===== config.mk =====
export PLATFORM = sky130hd
export DESIGN_NAME = line_blank_timer
export DESIGN_NICKNAME = d
export VERILOG_FILES = /design/src/rtl/lbt_pkg.sv /design/src/rtl/lbt_ctrl.sv /design/src/rtl/lbt_datapath.sv /design/src/rtl/line_blank_timer.sv
export SDC_FILE = /design/constraint.sdc
export NUM_CORES = 1
export LEC_CHECK = 0
export ABC_AREA = 1
export CORE_ASPECT_RATIO = 1.25
export CORE_MARGIN = 2
export CORE_UTILIZATION = 45
export CTS_CLUSTER_SIZE = 25
export DETAILED_ROUTE_END_ITERATION = 10
export PLACE_DENSITY_LB_ADDON = 0.08
export SYNTH_ARGS = -nofsm -noshare
export SYNTH_HDL_FRONTEND = slang
export SYNTH_HIERARCHICAL = 1
export SYNTH_SLANG_ARGS = --single-unit

===== constraint.sdc =====
create_clock -name clk -period 17 [get_ports clk]
set_clock_uncertainty 0.05 [all_clocks]
set_input_delay 5.1 -clock clk [delete_from_list [all_inputs] [get_ports clk]]
set_output_delay 5.1 -clock clk [all_outputs]
set_load 0.005 [all_outputs]

===== src/rtl/lbt_pkg.sv =====
package lbt_pkg;

  typedef enum logic [1:0] {
    STD_NTSC_M    = 2'd0,
    STD_PAL_BDGHI = 2'd1,
    STD_PAL_N     = 2'd2,
    STD_PAL_M     = 2'd3
  } vidStd_e;

  typedef struct packed {
    vidStd_e std;
    logic    lineType;
    logic    narrow;
  } lineCfg_s;

  typedef struct packed {
    logic lineGo;
    logic burstOpen;
    logic burstClose;
    logic actOpen;
    logic actClose;
  } tStrobe_s;

  // Nearest whole clock count for a duration given in nanoseconds.
  function automatic int nsToClk(input int ns, input int clkKhz);
    return (ns * clkKhz + 500000) / 1000000;
  endfunction

  function automatic int burstStartNs(input vidStd_e std, input logic lt);
    case (std)
      STD_NTSC_M:    return lt ? 5520 : 5380;
      STD_PAL_BDGHI,
      STD_PAL_N:     return lt ? 5660 : 5540;
      default:       return lt ? 5870 : 5730;
    endcase
  endfunction

  // 10 cycles of 4.43 MHz subcarrier, or 9 cycles of 3.58 MHz subcarrier.
  function automatic int burstLenNs(input vidStd_e std);
    return (std == STD_PAL_BDGHI) ? 2256 : 2514;
  endfunction

  function automatic int actStartNs(input vidStd_e std, input logic narrow);
    if (!narrow) return 8800;
    return (std == STD_PAL_BDGHI || std == STD_PAL_N) ? 10100 : 9300;
  endfunction

endpackage


===== src/rtl/lbt_ctrl.sv =====
module lbt_ctrl
  import lbt_pkg::*;
#(
  parameter int CLK_KHZ   = 27000,
  parameter int CNT_W     = 12,
  parameter int WIDE_CLKS = 1440,
  parameter int NARR_CLKS = 1420
) (
  input  logic        clk,
  input  logic        rstN,
  input  logic        lineStart,
  input  logic [1:0]  stdSel,
  input  logic        lineType,
  input  logic        narrowMode,
  output tStrobe_s    strobes
);

  localparam logic [CNT_W-1:0] CNT_MAX = {CNT_W{1'b1}};

  typedef enum logic {ST_IDLE, ST_RUN} seqState_e;

  seqState_e        state;
  logic [CNT_W-1:0] cnt;
  lineCfg_s         cfgQ;

  // Per-configuration event counts, computed from the nanosecond tables.
  logic [CNT_W-1:0] bStart, bEnd, aStart, aEnd;

  always_comb begin
    bStart = CNT_W'(nsToClk(burstStartNs(cfgQ.std, cfgQ.lineType), CLK_KHZ));
    bEnd   = bStart + CNT_W'(nsToClk(burstLenNs(cfgQ.std), CLK_KHZ));
    aStart = CNT_W'(nsToClk(actStartNs(cfgQ.std, cfgQ.narrow), CLK_KHZ));
    aEnd   = aStart + (cfgQ.narrow ? CNT_W'(NARR_CLKS) : CNT_W'(WIDE_CLKS));
  end

  always_ff @(posedge clk) begin
    if (!rstN) begin
      state <= ST_IDLE;
      cnt   <= '0;
      cfgQ  <= '{std: STD_NTSC_M, lineType: 1'b0, narrow: 1'b0};
    end else if (lineStart) begin
      state <= ST_RUN;
      cnt   <= '0;
      cfgQ  <= '{std: vidStd_e'(stdSel), lineType: lineType, narrow: narrowMode};
    end else if (state == ST_RUN) begin
      if (cnt == CNT_MAX) state <= ST_IDLE;
      else                cnt   <= cnt + 1'b1;
    end
  end

  // An edge strobe fires one count early, so the datapath flop changes
  // exactly at the target count.
  logic live;
  always_comb begin
    live               = (state == ST_RUN) && !lineStart;
    strobes.lineGo     = lineStart;
    strobes.burstOpen  = live && (cnt == bStart - 1'b1);
    strobes.burstClose = live && (cnt == bEnd   - 1'b1);
    strobes.actOpen    = live && (cnt == aStart - 1'b1);
    strobes.actClose   = live && (cnt == aEnd   - 1'b1);
  end

  // the window edges lie at distinct counts, so at most one fires.
  assert_single_edge_R10: assert property (@(posedge clk) disable iff (!rstN)
    $onehot0({strobes.burstOpen, strobes.burstClose, strobes.actOpen, strobes.actClose}));

  // a line start suppresses every edge strobe in the same cycle.
  assert_restart_quiet_R9: assert property (@(posedge clk) disable iff (!rstN)
    lineStart |-> !(strobes.burstOpen || strobes.actOpen));

endmodule


===== src/rtl/lbt_datapath.sv =====
module lbt_datapath
  import lbt_pkg::*;
#(
  parameter int PIX_W     = 10,
  parameter int BURST_MAX = 68
) (
  input  logic             clk,
  input  logic             rstN,
  input  tStrobe_s         strobes,
  output logic             burstGate,
  output logic             activeWin,
  output logic [PIX_W-1:0] pixIdx
);

  localparam int SUB_W = PIX_W + 1;

  logic             burstQ, actQ;
  logic [SUB_W-1:0] subCnt;

  always_ff @(posedge clk) begin
    if (!rstN || strobes.lineGo) begin
      burstQ <= 1'b0;
      actQ   <= 1'b0;
      subCnt <= '0;
    end else begin
      if (strobes.burstOpen)       burstQ <= 1'b1;
      else if (strobes.burstClose) burstQ <= 1'b0;

      if (strobes.actOpen)         actQ <= 1'b1;
      else if (strobes.actClose)   actQ <= 1'b0;

      if (strobes.actOpen)         subCnt <= '0;
      else if (actQ)               subCnt <= subCnt + 1'b1;
    end
  end

  assign burstGate = burstQ;
  assign activeWin = actQ;
  assign pixIdx    = actQ ? subCnt[SUB_W-1:1] : '0;

  assert_no_overlap_R10: assert property (@(posedge clk) disable iff (!rstN)
    !(burstGate && activeWin));

  assert_idx_idle_R7: assert property (@(posedge clk) disable iff (!rstN)
    !activeWin |-> (pixIdx == '0));

  assert_idx_step_R7: assert property (@(posedge clk) disable iff (!rstN)
    (activeWin && $past(activeWin)) |->
      (pixIdx == $past(pixIdx) || pixIdx == $past(pixIdx) + 1'b1));

  assert_restart_closes_R9: assert property (@(posedge clk) disable iff (!rstN)
    strobes.lineGo |=> (!burstGate && !activeWin));

  // a counter bounds the burst length without a long $past window.
  logic [7:0] burstRun;
  always_ff @(posedge clk) begin
    if (!rstN || !burstQ) burstRun <= '0;
    else if (burstRun != 8'hFF) burstRun <= burstRun + 1'b1;
  end

  assert_burst_bound_R4: assert property (@(posedge clk) disable iff (!rstN)
    burstRun <= 8'(BURST_MAX));

endmodule


===== src/rtl/line_blank_timer.sv =====
module line_blank_timer
  import lbt_pkg::*;
#(
  parameter int CLK_KHZ = 27000,
  parameter int CNT_W   = 12,
  parameter int PIX_W   = 10
) (
  input  logic             clk,
  input  logic             rstN,
  input  logic             lineStart,
  input  logic [1:0]       stdSel,
  input  logic             lineType,
  input  logic             narrowMode,
  output logic             burstGate,
  output logic             activeWin,
  output logic [PIX_W-1:0] pixIdx
);

  localparam int WIDE_CLKS = 2 * 720;
  localparam int NARR_CLKS = 2 * 710;
  localparam int BURST_MAX = nsToClk(burstLenNs(STD_NTSC_M), CLK_KHZ);

  tStrobe_s strobes;

  lbt_ctrl #(
    .CLK_KHZ  (CLK_KHZ),
    .CNT_W    (CNT_W),
    .WIDE_CLKS(WIDE_CLKS),
    .NARR_CLKS(NARR_CLKS)
  ) u_ctrl (
    .clk       (clk),
    .rstN      (rstN),
    .lineStart (lineStart),
    .stdSel    (stdSel),
    .lineType  (lineType),
    .narrowMode(narrowMode),
    .strobes   (strobes)
  );

  lbt_datapath #(
    .PIX_W    (PIX_W),
    .BURST_MAX(BURST_MAX)
  ) u_dp (
    .clk      (clk),
    .rstN     (rstN),
    .strobes  (strobes),
    .burstGate(burstGate),
    .activeWin(activeWin),
    .pixIdx   (pixIdx)
  );

endmodule


Yosys cells after proc, flatten, opt, wreduce, memory -nomap -nowiden:

Index checks and enable logic that the tools add are counted.

* logic and storage cells: 66
* register bits: 30
* ROM bits: 0
* output and inout bits: 12
* latch bits: 0
* memory bits (writable): 0
* memories kept: 0

* muxes and demuxes: 16
* equality and inequality tests: 7
* reductions and logical operators: 16
* bitwise logic cells: 2
* shift-type cells: 0
* $lt $le $gt $ge: 0
* $add $sub $neg: 11
* divide/modulo/power cells: 3
* multiply operators: 3

Operators with widths (number)
* 32-bit by 20-bit adder with 32-bit output, second input constant: 3
* 32-bit by 21-bit divider with 32-bit output, second input constant: 3
* 32-bit by 13-bit multiplier with 29-bit output, second input constant: 3
* 32-bit case mux with 2 select lines: 1
* 12-bit equality test: 4
* 12-bit by 1-bit subtractor with 12-bit output, second input constant: 4
* 32-bit 2-to-1 mux: 1
* 10-bit 2-to-1 mux: 3
* 12-bit adder: 2
* 8-bit 2-to-1 mux: 2
* 12-bit by 1-bit adder with 12-bit output, second input constant: 1
* 12-bit equality test, second input constant: 1
* 11-bit by 1-bit adder with 11-bit output, second input constant: 1
* 9-bit 2-to-1 mux: 1
* 1-bit 2-to-1 mux: 7
* 6-bit 2-to-1 mux: 1
* 2-bit OR reduction: 3
* 1-bit logical AND: 5
* 2-bit nonzero test: 2
* 2-bit by 1-bit equality test with 1-bit output, second input constant: 1
* 2-bit equality test, second input constant: 1
* 1-bit logical NOT: 2
* 2-bit logical NOT: 1
* 1-bit logical OR: 2
* 2 further kinds: 3

Logic depth before layout (Yosys ltp):

Gate-level depths: netlist (run 1).

* depth after elaboration: 13
* gate-level depth with buffers: 128

Modules after synthesis:

The synthesis (run 1) kept the hierarchy.

Modules (own cells, without submodules)
* lbt_ctrl: area each 11822.6 µm², times used 1, seq. area each 340.3 µm², cells each 2127
* lbt_datapath: area each 715.7 µm², times used 1, seq. area each 260.2 µm², cells each 106

Worst setup path before layout (run 1):

Ideal clock, no wire load.

* kind: reg2reg
* start: register u_ctrl/cfgQ[1] in the netlist's numbering
* end: register u_dp.burstQ, in the netlist u_dp/burstGate
* cell stages (with the launch flop): 106
* data arrival time: 13.602 ns
* path slack: 3.234 ns
* path buffers: 9
* period minus slack after synthesis: 13.766 ns
* path through: dfxtp_1 > inv_1 > fa_1 > buf_4 > clkbuf_1 > buf_6 > xor2_1 > inv_1 > ha_1 > inv_1 > ha_1 > ha_1 > ha_1 > ha_1 > nand2_1 > nor2_1 > nand3_1 > nand3_1 > (+70 left out) > nand4_1 > nand2_1 > nor2_1 > nand3_2 > inv_1 > ha_1 > nand2_1 > o2111ai_1 > a2111oi_0 > o2111ai_1 > nor2_1 > nand2_1 > nor2_1 > nand3_1 > nor2_1 > inv_1 > a21oi_1 > nor2_1

RTL lines
* start: declaration: line lbt_ctrl.sv:24 `lineCfg_s cfgQ;`
* start signal: assignment: line lbt_ctrl.sv:40 `cfgQ <= '{std: STD_NTSC_M, lineType: 1'b0, narrow: 1'b0};`
* start signal: assignment: line lbt_ctrl.sv:44 `cfgQ <= '{std: vidStd_e'(stdSel), lineType: lineType, narrow: narrowMode};`
* end signal: assignment: line lbt_datapath.sv:22 `burstQ <= 1'b0;`
* end signal: assignment: line lbt_datapath.sv:26 `if (strobes.burstOpen) burstQ <= 1'b1;`
* end signal: assignment: line lbt_datapath.sv:27 `else if (strobes.burstClose) burstQ <= 1'b0;`
* end: declaration: line lbt_datapath.sv:17 `logic burstQ, actQ;`

==> results of run 1 <==
## routing by layer
| layer | vias up | share of wire | track usage |
|---|---|---|---|
| met3 | 152 | 0.049 | 0.02659 |
| li1 | 7223 | - | - |
| met4 | 0 | 0.053 | 0.1531 |
| met5 | - | 0 | 0 |
| met2 | 464 | 0.49 | 0.5685 |
| met1 | 6601 | 0.40 | 0.3522 |
## how the worst min path moves through the flow
stage                          startpoint         endpoint  slack [ns]  cells after the start
after floorplan           u_dp/subCnt[10]  u_dp/subCnt[10]        0.42                      2
after global placement     u_dp/subCnt[3]   u_dp/subCnt[3]        0.46                      1
after detailed placement   u_dp/burstGate   u_dp/burstGate        0.46                      2
after CTS                  u_dp/subCnt[1]   u_dp/subCnt[1]        0.47                      2
after global routing       u_dp/subCnt[0]   u_dp/subCnt[0]        0.53                      2
final                      u_dp/burstGate   u_dp/burstGate        0.47                      2
## area by class of cell
| type | instances | area (um2) | area share |
|---|---|---|---|
| clock buffers | 6 | 138.9 | 0.01036 |
| inverters | 315 | 1195 | 0.08910 |
| well taps | 350 | 437.9 | 0.03266 |
| flip-flops and latches | 30 | 603.1 | 0.04497 |
| clock inverters | 2 | 12.51 | 0.0009330 |
| repair buffers | 66 | 544.3 | 0.04059 |
| multi-input cells | 1843 | 10480 | 0.7814 |
## cell usage after synthesis (3+ instances only)
library cell / number
nand3_2: 20
a21o_1: 5
a21oi_2: 4
buf_2: 3
nand3_4: 6
o21ai_1: 31
o211ai_1: 7
xnor2_1: 16
o21ai_2: 5
nor2_4: 23
inv_2: 49
xor2_1: 64
fa_1: 9
nand3b_1: 10
o21ai_0: 55
dfxtp_1: 30
nor2_2: 24
buf_4: 9
or2_2: 6
ha_1: 99
inv_1: 255
buf_6: 20
nor3b_1: 5
buf_8: 6
nand2_1: 638
nor4_1: 6
nand4_1: 54
a31oi_1: 7
nor2_1: 236
clkinv_1: 8
clkbuf_1: 14
o21bai_1: 5
nand2_4: 24
a2111oi_0: 4
o21a_1: 3
nor3_1: 39
a211oi_1: 4
a21oi_1: 90
nand2_2: 79
nand3_1: 225
o2111ai_1: 3
## cell families (layout without fill, tap and decap cells)
kind of cell,count (synthesis),in the layout,share of synthesized area
flip-flops,30,30,0.04790
buffers and inverters,368,389,0.1313
XOR/XNOR,84,84,0.06107
other,2,5,0.0005990
AO/OA/AOI/OAI,233,233,0.1074
adder cells (fa/ha/maj),108,108,0.1132
AND/OR/NAND/NOR,1408,1413,0.5386
## worst max-delay path: cells and delay by family, from the launching register on
family	cells	cell delay, ns
flip-flops	1	0.35
buffers and inverters	14	1.96
AND/OR/NAND/NOR	71	8.79
AO/OA/AOI/OAI	7	1.23
adder cells (fa/ha/maj)	8	2.63
XOR/XNOR	3	0.58
## through the flow
step | std cells | instance area [um2] | setup slack [ns]
floorplan | 2236 | 12550 | 3.234
global placement | 2582 | 12950 | 0.1676
detailed placement | 2582 | 12950 | 0.01334
CTS | 2590 | 13110 | 0.07814
global route | 2612 | 13410 | -0.02454
finish | 2612 | 13410 | 1.338
## flip-flops by register name, indices dropped and copies added (netlist names)
signal	cells
u_dp/burstGate	1
u_ctrl/cfgQ	4
u_ctrl/state	1
u_dp/activeWin	1
u_dp/subCnt	11
u_ctrl/cnt	12
## what timing repair did
item,CTS,global route
setup buffers,0,17
endpoints found under the setup margin,1,1
hold endpoints to repair,0,0
pin swaps,0,11
hold buffers,0,0
resized for setup,2,32
gates cloned,0,5
==> impl_metrics.toml, run 1 <==
[clocking]
insertion_delay_ns = 0.28
cts_tree = "built"
clk_pin_slew_ns = 0.05
cts_buffer_depth = 2
htree_levels = 2
numCtsBuffers = 5
numClockSinks = 30
root_buffer = "clkbuf_16"

[cells_and_area]
layout_common_cells = "nand2_1 (635), inv_1 (254), nor2_1 (233), nand3_1 (225), ha_1 (97)"
drive_gt1_frac = 0.1477
num_antenna_cells = 0
finalNetCount = 2376
fillCellCount = 3050
final_common_cell = "nand2_1"
synthToLayoutAreaGrowth_pct = 6.956
utilization = 0.4880

[critical_path]
r2r_slack_ns = 1.34
critPathCapture = "u_dp/burstGate"
timing.rr.start = "u_ctrl/cfgQ[2]"
endpoint_kind = "register"
crit_fanout = 23
r2r_end = "u_dp/burstGate"
crit_type = "register to register"
startpoint = "u_ctrl/cfgQ[2]"
crit_arrival_ns = 15.83
cp.required_ns = 17.17
worst_path_max_delay_cell = "fa_1"
rr_worst_depth = 103
crit_top_cell = "nand2_1"
startpoint_type = "register"
critPathMaxStageDelay_ns = 0.67

[sta]
hold_ws_ns = 0.4698
fmax_mhz = 63.85
report.final.slew_viol_count = 0
hold_viol_final = 0
maxSlewHeadroom = 0.4627
period_minus_slack_ns = 15.66
setup_tns_ns = 0
post-route-period-util = 0.9213
max_slew.worst_pin.slew_ns = 0.8036
setup_viol = 0

[worst_hold_path]
hold_path.class = "register to register"

[floorplanning]
start_util = 0.4562
die_h_um = 190.6
core_area_um2 = 27480
io_pins = 19
dieArea_um2 = 29220
rows = 68
die_w_um = 153.3

[logic_synthesis]
ys_types = 66
yosys.area.top_type = "nand2_1"
avgSynthCellArea_um2 = 5.615
syn_inst = 2233
synthFlopType = "dfxtp_1"
synth-seq-cells = 30
synth.area.top_cells = "nand2_1 (19%), ha_1 (9.9%), nand3_1 (9.0%)"
ys_seq_area_frac = 0.04790
synth_top_area_frac = 0.1910
synth_area_um2 = 12540
synth_warnings = 6
async_flop_share = 0
synth_edf_count = 0

[detailed_routing]
drc = 0
vias = 14440
detail_route.first_pass.iterations = 5
ant_nets = 0
wl_per_cell_um = 17.65
vias_per_cell = 5.528
drt_iter0_drc = 869
drt-total-wl_um = 46110

[global_route]
grt_util_all_layers = 0.3072
antenna_found_initial = 0
grt_pass1_vias = 13772
grt_pass1_wl_um = 72110
grt_remaining_overflow = 0
grt_max_degree = 28

[placement]
dp.final_hpwl_um = 37360
port_buffers = 18
finalWeightedCongestion = 1.004

[job]
cap_violations = 0

[run_status]
status = "complete, no violations"
Power of run 1 is not shown: default switching activity piles up to over one toggle a cycle in this logic, so the estimate is an artifact.
==> inputs of run 2 (changes only) <==
--- a/config.mk
+++ b/config.mk
@@ -7,8 +7,8 @@
 export LEC_CHECK = 0
 export ABC_AREA = 1
 export CORE_ASPECT_RATIO = 1.25
-export CORE_MARGIN = 2
-export CORE_UTILIZATION = 45
+export CORE_MARGIN = 4
+export CORE_UTILIZATION = 40
 export CTS_CLUSTER_SIZE = 25
 export DETAILED_ROUTE_END_ITERATION = 10
 export PLACE_DENSITY_LB_ADDON = 0.08
==> impl_metrics.toml, run 2 (same netlist as run 1, synthesis figures left out) <==
[run_status]
status = "complete, no violations"

[cells_and_area]
synthToLayoutAreaGrowth_pct = 8.272
reg_top3 = "u_ctrl/cnt x12, u_dp/subCnt x11, u_ctrl/cfgQ x4"
final_common_cell = "nand2_1"
drive_gt1_frac = 0.1515
largest_reg_flops = 12
largest-register = "u_ctrl/cnt"
num_antenna_cells = 0
fin_area_um2 = 13580
finalNetCount = 2385
layout_common_cells = "nand2_1 (634), inv_1 (254), nor2_1 (234), nand3_1 (225), ha_1 (98)"
final_cells = 2678

[critical_path]
timing.rr.start = "u_ctrl/cfgQ[2]"
endpoint_kind = "register"
crit_type = "register to register"
crit_arrival_ns = 15.85
cp.required_ns = 17.17
worst_path_max_delay_cell = "dfxtp_2"
startpoint = "u_ctrl/cfgQ[2]"
startpoint_type = "register"
crit_top_cell = "nand2_1"
critPathMaxStageDelay_ns = 0.39
crit_fanout = 16

[sta]
setup_viol = 0
post-route-period-util = 0.9227
hold_ws_ns = 0.4723
period_minus_slack_ns = 15.69
hold_viol_final = 0
max_slew.worst_pin.slew_ns = 0.8414
fmax_mhz = 63.75
report.final.slew_viol_count = 0
maxSlewHeadroom = 0.4390
setup_tns_ns = 0

[detailed_routing]
wl_per_cell_um = 17.70
drt-total-wl_um = 47400
drt_iter0_drc = 876
vias = 14332
drc = 0
ant_nets = 0
vias_per_cell = 5.352
detail_route.first_pass.iterations = 5

[clocking]
clk_pin_slew_ns = 0.06
numClockSinks = 30
htree_levels = 2
cts_tree = "built"
insertion_delay_ns = 0.28
root_buffer = "clkbuf_16"
numCtsBuffers = 5
cts_buffer_depth = 2
hold_buffers = 0

[global_route]
grt_max_degree = 28
grt_pass1_wl_um = 72820
antenna_found_initial = 1
grt_remaining_overflow = 0
grt_util_all_layers = 0.2644
grt_pass1_vias = 13640

[placement]
finalWeightedCongestion = 0.9420
place_area_um2 = 13060
dp.cells = 2645
dp.final_hpwl_um = 38640
port_buffers = 18

[floorplanning]
die_h_um = 205.9
core_area_um2 = 30900
io_pins = 19
start_util = 0.4058
dieArea_um2 = 34260
rows = 72
die_w_um = 166.4

[job]
cap_violations = 0

[worst_hold_path]
hp-start = "u_dp/subCnt[1]"
hold_path.class = "register to register"
## run 2: path summary, 6_finish.rpt
| kind | end | slack, ns | cells past startpoint |
|---|---|---|---|
| worst max-delay path | u_dp/burstGate | 1.31 | 111 |
| worst min-delay path | u_dp/subCnt[1] | 0.47 | 2 |
| worst max register to register | u_dp/burstGate | 1.31 | 111 |
| worst min register to register | u_dp/subCnt[1] | 0.47 | 2 |
## run 2: timing repair
| item | in CTS | in global routing |
|---|---|---|
| resized for setup | 3 | 32 |
| endpoints found under the hold margin | 0 | 0 |
| gates cloned | 1 | 4 |
| buffers inserted | 0 | 20 |
| endpoints found under the setup margin | 1 | 1 |
| pin swaps | 1 | 12 |
## run 2: layout make-up
| type | count | area [um2] |
|---|---|---|
| Tap cell | 407 | 509.2 |
| Sequential cell | 30 | 603.1 |
| Fill cell | 3476 | 17320 |
| Multi-Input combinational cell | 1843 | 10490 |
| Inverter | 315 | 1197 |
| Clock inverter | 2 | 12.51 |
| Timing Repair Buffer | 75 | 624.3 |
| Clock buffer | 6 | 138.9 |
## run 2: stage by stage
stage                     worst slack [ns]    util
after floorplan                      3.234       -
after global placement             0.03705  0.4227
after detailed placement           -0.2257  0.4227
after CTS                          0.06628  0.4285
after global routing             -0.007097  0.4393
final                                1.315  0.4393
## run 2: layer usage
| layer | up-vias | global-route usage | part of all wire |
|---|---|---|---|
| li1 | 7251 | - | - |
| met1 | 6580 | 0.3035 | 0.41 |
| met2 | 368 | 0.4899 | 0.50 |
| met3 | 131 | 0.02353 | 0.038 |
| met4 | 2 | 0.1353 | 0.054 |
| met5 | - | 0 | 0.00036 |
## run 2: worst max-delay path, delay by kind of cell, from the launching register on
| kind | cells | cell delay (ns) |
|---|---|---|
| and+or+nand+nor | 75 | 9.22 |
| adders and majority gates | 9 | 2.27 |
| buffers and inverters | 16 | 1.87 |
| AOI/OAI and AO/OA | 8 | 1.21 |
| xor gates and xnor gates | 3 | 0.52 |
| DFF | 1 | 0.39 |
Power of run 2 is left out for the same reason.
==> inputs of run 3 (changes only) <==
--- a/config.mk
+++ b/config.mk
@@ -8,9 +8,10 @@
 export ABC_AREA = 1
 export CORE_ASPECT_RATIO = 1.25
 export CORE_MARGIN = 4
-export CORE_UTILIZATION = 40
+export CORE_UTILIZATION = 50
 export CTS_CLUSTER_SIZE = 25
 export DETAILED_ROUTE_END_ITERATION = 10
+export GPL_ROUTABILITY_DRIVEN = 1
 export PLACE_DENSITY_LB_ADDON = 0.08
 export SYNTH_ARGS = -nofsm -noshare
 export SYNTH_HDL_FRONTEND = slang
==> constraint.sdc (replaced) <==
create_clock -name clk -period 17 [get_ports clk]
set_clock_uncertainty 0.05 [all_clocks]
set_input_delay 5.1 -clock clk [delete_from_list [all_inputs] [get_ports clk]]
set_output_delay 5.1 -clock clk [all_outputs]
set_load 0.1 [all_outputs]
==> impl_metrics.toml, run 3 (same netlist as run 1, synthesis figures left out) <==
[sta]
report.final.slew_viol_count = 0
max_slew.worst_pin.slew_ns = 0.9790
fmax_mhz = 63.07
setup_viol = 0
period_minus_slack_ns = 15.85
hold_viol_final = 0
maxSlewHeadroom = 0.3453
post-route-period-util = 0.9326

[critical_path]
rr_worst_depth = 95
timing.rr.start = "u_ctrl/cfgQ[3]"
crit_arrival_ns = 16.03
cp.required_ns = 17.17
endpoint_kind = "register"
crit_buf_inv = 10
r2r_slack_ns = 1.15
worst_path_max_delay_cell = "fa_1"
crit_family = "simple AND/OR/NAND/NOR gates"
critPathMaxStageDelay_ns = 0.49
startpoint_type = "register"
crit_type = "register to register"
crit_top_cell = "nand2_1"
crit_fanout = 23
r2r_end = "u_dp/burstGate"

[placement]
dp.final_hpwl_um = 36570
finalWeightedCongestion = 0.9904
place_area_um2 = 12990
port_buffers = 18

[clocking]
numCtsBuffers = 5
htree_levels = 2
cts_tree = "built"
root_buffer = "clkbuf_16"
hold_buffers = 0
clk_pin_slew_ns = 0.06
numClockSinks = 30
cts_buffer_depth = 2
insertion_delay_ns = 0.29

[cells_and_area]
fin_area_um2 = 13400
finalNetCount = 2373
largest_reg_flops = 12
reg_top3 = "u_ctrl/cnt x12, u_dp/subCnt x11, u_ctrl/cfgQ x4"
synthToLayoutAreaGrowth_pct = 6.886
largest-register = "u_ctrl/cnt"
num_antenna_cells = 0
layout_common_cells = "nand2_1 (638), inv_1 (255), nor2_1 (232), nand3_1 (224), ha_1 (98)"
fillCellCount = 2684
final_common_cell = "nand2_1"
drive_gt1_frac = 0.1461

[global_route]
grt_max_degree = 29
grt_pass1_wl_um = 70040
grt_remaining_overflow = 0
grt_pass1_vias = 13717
antenna_found_initial = 0
grt_util_all_layers = 0.3147

[detailed_routing]
vias = 14608
ant_nets = 0
detail_route.first_pass.iterations = 6
drt_iter0_drc = 1111
drc = 0
wl_per_cell_um = 17.17
vias_per_cell = 5.642
drt-total-wl_um = 44470

[worst_hold_path]
hold_path.class = "register to register"
whs_path_depth = 2
hold_path_end = "u_dp/subCnt[10]"
hp-start = "u_dp/subCnt[10]"

[floorplanning]
die_w_um = 149.6
io_pins = 19
die_h_um = 185.0
rows = 64
start_util = 0.5100
dieArea_um2 = 27690
core_area_um2 = 24580

[job]
cap_violations = 0

[run_status]
status = "complete, no violations"
[run 3: worst max-delay path by stage]
stage / cells past startpoint / slack (ns) / startpoint / end
floorplan: 105 / 3.23 / u_ctrl/cfgQ[1] / u_dp/burstGate
global placement: 97 / 0.28 / u_ctrl/cfgQ[2] / u_dp/burstGate
detailed placement: 98 / 0.16 / u_ctrl/cfgQ[2] / u_dp/burstGate
CTS: 98 / 0.07 / u_ctrl/cfgQ[2] / u_dp/burstGate
global route: 114 / -0.07 / u_ctrl/cfgQ[3] / u_dp/burstGate
finish: 95 / 1.15 / u_ctrl/cfgQ[3] / u_dp/burstGate
[run 3: per-layer routing]
layer / wire length [um] / track usage / vias to the layer above
met3: 2810 / 0.03035 / 160
met1: 17700 / 0.3713 / 6674
met5: 0 / 0 / -
met4: 2285 / 0.1355 / 0
met2: 21670 / 0.5766 / 546
li1: - / - / 7228
[run 3: timing repair]
| item | 4_1_cts | 5_1_grt |
|---|---|---|
| buffers inserted | 0 | 8 |
| gates resized for setup | 0 | 28 |
| setup endpoints to repair | 0 | 1 |
[run 3: through the flow]
| step | hold slack [ns] | TNS (ns) | std cells | util | worst slack [ns] |
|---|---|---|---|---|---|
| global placement | 0.4527 | 0 | 2571 | 0.5283 | 0.2773 |
| detailed placement | 0.4566 | 0 | 2571 | 0.5283 | 0.1629 |
| CTS | 0.4643 | 0 | 2579 | 0.5364 | 0.07007 |
| global route | 0.5059 | -0.07359 | 2589 | 0.5451 | -0.07359 |
| finish | 0.4647 | 0 | 2589 | 0.5451 | 1.145 |
| floorplan | 0.4246 | 0 | 2236 | - | 3.227 |
[run 3: layout make-up]
type / instances / area (um2) / area share
clock inverters: 2 / 60.06 / 0.004481
well taps: 330 / 412.9 / 0.03081
clock buffers: 6 / 138.9 / 0.01036
inverters: 315 / 1192 / 0.08897
repair buffers: 66 / 540.5 / 0.04033
flip-flops and latches: 30 / 603.1 / 0.04500
multi-input cells: 1840 / 10450 / 0.7800
[run 3: worst reg2reg max path, delay by kind of cell, from the launching register on]
family / cells / cell delay (ns)
adders and majority gates: 10 / 2.90
DFF: 1 / 0.40
xor gates and xnor gates: 1 / 0.14
and+or+nand+nor: 62 / 8.40
buffers and inverters: 10 / 1.39
AOI/OAI and AO/OA: 12 / 2.57
Power of run 3 is left out for the same reason.
